[src/rtl/parb_pkg.sv]
package parb_pkg;

   // parking policy codes; the reserved code behaves like the host code
   typedef enum logic [1:0] {
      PARK_LAST     = 2'b00,
      PARK_ZERO     = 2'b01,
      PARK_HOST     = 2'b10,
      PARK_HOST_ALT = 2'b11
   } park_mode_e;

endpackage

[src/rtl/parb_rr_pick.sv]
module parb_rr_pick #(
   parameter int M  = 5,
   parameter int IW = 3
) (
   input  logic [M-1:0]  elig,
   input  logic [IW-1:0] last,
   output logic          found,
   output logic [IW-1:0] win
);

   logic [IW-1:0] cand [M];

   // candidate k is the (k+1)-th index after the last winner, wrapped
   always_comb begin
      for (int k = 0; k < M; k++) begin
         if (int'(last) + k + 1 >= M)
            cand[k] = IW'(int'(last) + k + 1 - M);
         else
            cand[k] = IW'(int'(last) + k + 1);
      end
   end

   always_comb begin
      found = 1'b0;
      win   = '0;
      for (int k = 0; k < M; k++) begin
         if (!found && elig[cand[k]]) begin
            found = 1'b1;
            win   = cand[k];
         end
      end
   end

endmodule

[src/rtl/parb_park_sel.sv]
module parb_park_sel
   import parb_pkg::*;
#(
   parameter int M  = 5,
   parameter int IW = 3
) (
   input  logic [1:0]    mode,
   input  logic [IW-1:0] last,
   input  logic [M-1:0]  locked,
   output logic [IW-1:0] target,
   output logic          ok
);

   localparam logic [IW-1:0] HOST_ID = IW'(M - 1);

   always_comb begin
      unique case (park_mode_e'(mode))
         PARK_LAST: target = last;
         PARK_ZERO: target = '0;
         default:   target = HOST_ID;
      endcase
      ok = !locked[target];
   end

endmodule

[src/rtl/parb_lockout.sv]
module parb_lockout #(
   parameter int M      = 5,
   parameter int IW     = 3,
   parameter int WINDOW = 16,
   parameter int CW     = $clog2(WINDOW)
) (
   input  logic          clk,
   input  logic          rst_n,
   input  logic          lock_en,
   input  logic          owner_vld,
   input  logic [IW-1:0] owner,
   input  logic          idle,
   input  logic          used,
   input  logic [M-1:0]  req,
   output logic [M-1:0]  locked,
   output logic          expire
);

   localparam logic [CW-1:0] LIMIT = CW'(WINDOW - 1);

   logic [CW-1:0] cnt;
   logic          owner_elig;
   logic          counting;

   assign owner_elig = req[owner] & ~locked[owner];
   assign counting   = owner_vld & idle & ~used & owner_elig;
   assign expire     = lock_en & counting & (cnt == LIMIT);

   always_ff @(posedge clk or negedge rst_n) begin
      if (!rst_n) begin
         cnt <= '0;
      end else if (!counting || expire) begin
         cnt <= '0;
      end else if (cnt != LIMIT) begin
         cnt <= cnt + 1'b1;
      end
   end

   always_ff @(posedge clk or negedge rst_n) begin
      if (!rst_n) begin
         locked <= '0;
      end else begin
         for (int i = 0; i < M; i++) begin
            if (expire && owner == IW'(i))
               locked[i] <= 1'b1;
            else if (!req[i])
               locked[i] <= 1'b0;
         end
      end
   end

endmodule

[src/rtl/pci_central_arbiter.sv]
module pci_central_arbiter
   import parb_pkg::*;
#(
   parameter int N_EXT  = 4,
   parameter int WINDOW = 16
) (
   input  logic             clk,
   input  logic             rst_n,
   input  logic [N_EXT-1:0] req_n,
   input  logic             host_req,
   input  logic             frame_n,
   input  logic             irdy_n,
   input  logic             lock_dis,
   input  logic [1:0]       park_mode,
   output logic [N_EXT-1:0] gnt_n,
   output logic             host_gnt
);

   localparam int M    = N_EXT + 1;
   localparam int IW   = (M > 1) ? $clog2(M) : 1;
   localparam int HOST = N_EXT;

   if (N_EXT < 1) begin : g_bad_count
      $error("pci_central_arbiter: N_EXT must be at least 1");
   end
   if (WINDOW < 2) begin : g_bad_window
      $error("pci_central_arbiter: WINDOW must be at least 2");
   end

   logic [M-1:0]  req;
   logic [M-1:0]  locked_q;
   logic [M-1:0]  elig;
   logic          idle;
   logic          expire;

   logic          gnt_vld, nxt_vld;
   logic [IW-1:0] owner, nxt_owner;
   logic [IW-1:0] last, nxt_last;
   logic          used, nxt_used;

   logic          rr_found;
   logic [IW-1:0] rr_win;
   logic [IW-1:0] park_tgt;
   logic          park_ok;
   logic          keep_owner;

   for (genvar i = 0; i < N_EXT; i++) begin : g_req
      assign req[i] = ~req_n[i];
   end
   assign req[HOST] = host_req;

   assign idle = frame_n & irdy_n;
   assign elig = req & ~locked_q;

   parb_rr_pick #(.M(M), .IW(IW)) u_rr (
      .elig  (elig),
      .last  (last),
      .found (rr_found),
      .win   (rr_win)
   );

   parb_park_sel #(.M(M), .IW(IW)) u_park (
      .mode   (park_mode),
      .last   (last),
      .locked (locked_q),
      .target (park_tgt),
      .ok     (park_ok)
   );

   parb_lockout #(.M(M), .IW(IW), .WINDOW(WINDOW)) u_lock (
      .clk       (clk),
      .rst_n     (rst_n),
      .lock_en   (~lock_dis),
      .owner_vld (gnt_vld),
      .owner     (owner),
      .idle      (idle),
      .used      (used),
      .req       (req),
      .locked    (locked_q),
      .expire    (expire)
   );

   // current owner survives re-arbitration when it is still the choice
   assign keep_owner = rr_found ? (rr_win == owner) : (park_ok && park_tgt == owner);

   always_comb begin
      nxt_vld   = gnt_vld;
      nxt_owner = owner;
      nxt_last  = last;
      nxt_used  = used;
      if (!gnt_vld) begin
         nxt_used = 1'b0;
         if (idle) begin
            if (rr_found) begin
               nxt_vld   = 1'b1;
               nxt_owner = rr_win;
               nxt_last  = rr_win;
            end else if (park_ok) begin
               nxt_vld   = 1'b1;
               nxt_owner = park_tgt;
               nxt_last  = park_tgt;
            end
         end
      end else if (!idle) begin
         nxt_used = 1'b1;
      end else if (expire) begin
         nxt_vld = 1'b0;
      end else if (used || !elig[owner]) begin
         if (keep_owner)
            nxt_used = 1'b0;
         else
            nxt_vld = 1'b0;
      end
   end

   always_ff @(posedge clk or negedge rst_n) begin
      if (!rst_n) begin
         gnt_vld <= 1'b0;
         owner   <= '0;
         last    <= IW'(HOST);
         used    <= 1'b0;
      end else begin
         gnt_vld <= nxt_vld;
         owner   <= nxt_owner;
         last    <= nxt_last;
         used    <= nxt_used;
      end
   end

   for (genvar i = 0; i < N_EXT; i++) begin : g_gnt
      assign gnt_n[i] = ~(gnt_vld && owner == IW'(i));
   end
   assign host_gnt = gnt_vld && owner == IW'(HOST);

endmodule

[config.mk]
export PLATFORM = sky130hd
export DESIGN_NAME = pci_central_arbiter
export DESIGN_NICKNAME = d
export VERILOG_FILES = /design/src/rtl/parb_pkg.sv /design/src/rtl/parb_rr_pick.sv /design/src/rtl/parb_park_sel.sv /design/src/rtl/parb_lockout.sv /design/src/rtl/pci_central_arbiter.sv
export SDC_FILE = /design/constraint.sdc
export NUM_CORES = 1
export LEC_CHECK = 0
export BUFFER_PORTS_ARGS = -buffer_cell sky130_fd_sc_hd__buf_2
export CORE_MARGIN = 1
export CORE_UTILIZATION = 40
export DETAILED_ROUTE_END_ITERATION = 8
export PLACE_DENSITY = 0.65
export SYNTH_ARGS = -nofsm -noshare
export SYNTH_HDL_FRONTEND = slang
export SYNTH_SLANG_ARGS = --single-unit
export TNS_END_PERCENT = 5
[constraint.sdc]
create_clock -name clk -period 4.7 [get_ports clk]
set_input_delay 0.94 -clock clk [delete_from_list [all_inputs] [get_ports clk]]
set_output_delay 0.94 -clock clk [all_outputs]
set_load 0.02 [all_outputs]
==> impl_metrics.csv <==
group,metric,value,unit
job,drv_cap,0,
clock_tree,clock-sinks,15,
critical_path,r2r_end,"used",
cells_and_area,n_antenna_cell,0,
sta,drv_slew,0,
floorplan,core_area,5205,µm²
grt,overflow,0,
placement,pre_cts_slack,0.8813,ns
clock_tree,root_buffer,"clkbuf_8",
clock_tree,cts_hold_buf,0,
synth,synthFlopType,"dfrtp_1",
worst_hold_path,min_path_type,"register to register",
sta,relSlewSlack,54.36,%
sta,fin_crit,3.848,ns
detailed_routing,postRouteAntennaNets,0,
critical_path,crit_path_start_kind,"register",
sta,setup_slack,0.8523,ns
synth,yosys-top-cells-count,"nor2_1, nand2_1, o21ai_0, nand3_1",
synth,ys_types,78,
critical_path,r2r_slack,0.85,ns
synth,synth_seq_area_share,17.09,%
sta,rsz0062_at_grt,"false",
clock_tree,postCtsResizedCells,0,
detailed_routing,wirelength,6.056,mm
critical_path,reg2regPathDepth,11,
synth,synth_cells,286,
placement,post_dp_cell_area,2315,µm²
floorplan,rows,26,
synth,netlist_area,2203,µm²
critical_path,rr_startpoint,"owner[0]",
clock_tree,cts_buffers,3,
sta,setup_violations,0,
floorplan,chipHeight,76.22,µm
detailed_routing,via_per_inst,6.178,
clock_tree,clk_latency,0.25,ns
grt,antenna_found_initial,0,
cells_and_area,drive_gt1_share,17.57,%
synth,synth_edf_count,0,
floorplan,die_w,76.22,µm
power,ir_worst_vdd,0.0004341,V
critical_path,crit_start,"owner[0]",
worst_hold_path,min_from,"u_lock.locked[4]",
clock_tree,cts_max_level,1,
grt,grt_max_degree,30,
sta,finalCritPeriodShare,81.87,%
clock_tree,postCtsSetupBuffers,0,
critical_path,criticalPathCategory,"register to register",
synth,synth_area_per_cell,7.704,µm²
synth,yosysMostFrequentCell,"nor2_1",
synth,async_flop_share,100.0,%
floorplan,initial_core_util,42.33,%
placement,gp_congestion,0.9244,
detailed_routing,wl_per_cell,16.55,µm
synth,ys_seq_elements,15,
synth,yosysWarnings,0,
cells_and_area,final_area,2361,µm²
clock_tree,tritoncts,"done",
critical_path,worstPathRequired,4.85,ns
critical_path,critPathCapture,"used",
sta,tns,0,ns
power,p_per_area,857.8,nW/µm²
grt,grt.total_usage,21.45,%
cells_and_area,area_growth,7.155,%
placement,io_buffers,16,
clock_tree,clockBufferDepth,2,
detailed_routing,drtIter0Drc,150,
synth,syn_nets,307,
detailed_routing,drc,0,
placement,hpwl,4.621,mm
synth,yosys.area.top_type,"dfrtp_1",
critical_path,cp-end-kind,"register",
sta,hold_violations,0,
grt,grt_pass1_wl,10.19,mm
critical_path,path_max_fanout,18,
sta,clock_skew,0.001744,ns
detailed_routing,firstDrtPassIters,5,
grt,first_global_vias,2028,
floorplan,io_pins,17,
floorplan,dieArea,5809,µm²
clock_tree,path_clk_slew,0.07,ns
sta,fmax,0.2599,GHz
run_status,outcome,"finished clean",
sta,worstMarginPinSlew,0.6845,ns
synth,netlist.area_leader.share,15.90,%
detailed_routing,dr_total_vias,2261,
synth,synth.area.top_cells,"dfrtp_1, ha_1, nor2_1",
critical_path,worst_ep_arrival_time,3.99,ns
power,p_leak,0.9179,nW
cells_and_area,nNetsFinal,318,
==> cell type report <==
type | instances | area (µm²)
clock buffers | 3 | 41.29
clock inverters | 1 | 5.005
fillers | 522 | 2844
inverters | 13 | 48.80
multi-input cells | 245 | 1699
flip-flops and latches | 15 | 376.6
well taps | 70 | 87.58
repair buffers | 19 | 102.6
==> registers in the layout (all words and copies together), names as in the netlist <==
name and count:
u_lock.locked 5, u_lock.cnt 4, owner 3, gnt_vld 1, last 1, used 1
==> routing by layer <==
| layer | global-route usage, % | up-vias | part of all wire (%) |
|---|---|---|---|
| li1 | - | 1113 | - |
| met1 | 30.89 | 1069 | 48 |
| met2 | 34.41 | 75 | 45 |
| met3 | 2.994 | 4 | 5.8 |
| met4 | 3.462 | 0 | 0.71 |
| met5 | 0 | - | 0 |
==> stage by stage <==
step,instances,hold WS (ns),power (W),utilization (%)
floorplan,286,0.4742,0.001594,-
global placement,362,0.4989,0.001877,44.47
detailed placement,362,0.5015,0.001879,44.47
CTS,366,0.5162,0.001997,45.36
global route,366,0.5863,0.002203,45.36
finish,366,0.5176,0.002025,45.36
==> worst max-delay path, stage by stage, from the launching register on <==
cell	delay (ns)
dfrtp_1	0.54
ha_1	0.66
nor2b_2	0.44
a32oi_2	0.17
xnor2_2	0.26
mux2i_2	0.34
and4_1	0.33
nand4_1	0.17
and2_1	0.20
a211oi_1	0.30
a311oi_1	0.14
o21a_1	0.18
==> how the worst min path moves through the flow <==
stage                  endpoint  depth (start not counted)  slack (ns)
2_1_floorplan  u_lock.locked[4]                          2        0.47
3_3_place_gp   u_lock.locked[4]                          2        0.50
3_5_place_dp   u_lock.locked[4]                          2        0.50
4_1_cts        u_lock.locked[4]                          2        0.52
5_1_grt        u_lock.locked[2]                          2        0.59
6_report       u_lock.locked[4]                          2        0.52
==> report_power, final <==
part           total, W  leakage, nW  switching [W]  internal, W
registers      0.000208        0.196      0.0000484     0.000159
clock network  0.000109       0.0255      0.0000506    0.0000589
logic           0.00171        0.696        0.00104     0.000665
==> cells in the final DEF (no fill, tap or decap), types with 4 or more instances in the layout <==
cell,synthesis,layout
o21ai_1,6,6
mux2i_1,9,9
xnor2_1,6,6
nand2b_1,10,10
o21ai_0,16,16
nor2b_1,4,4
o31ai_1,4,4
buf_2,6,16
nor3_1,8,8
ha_1,9,9
or2_2,5,5
nor2_1,29,29
and2_1,4,4
a211oi_1,5,5
a21oi_1,14,14
nand2_1,19,19
dfrtp_1,14,14
inv_1,10,10
nand4_1,4,4
nand3_1,15,15
==> cells by family after synthesis <==
group           after synthesis  share of synthesized area [%]
simple gates                119                          28.85
compound gates               97                          33.51
buf+inv                      26                          5.792
flops                        15                          17.09
mux                          11                          5.735
xor+xnor                      9                          3.919
fa+ha+maj                     9                          5.111
No activity file was read; power rests on OpenSTA's default activity.
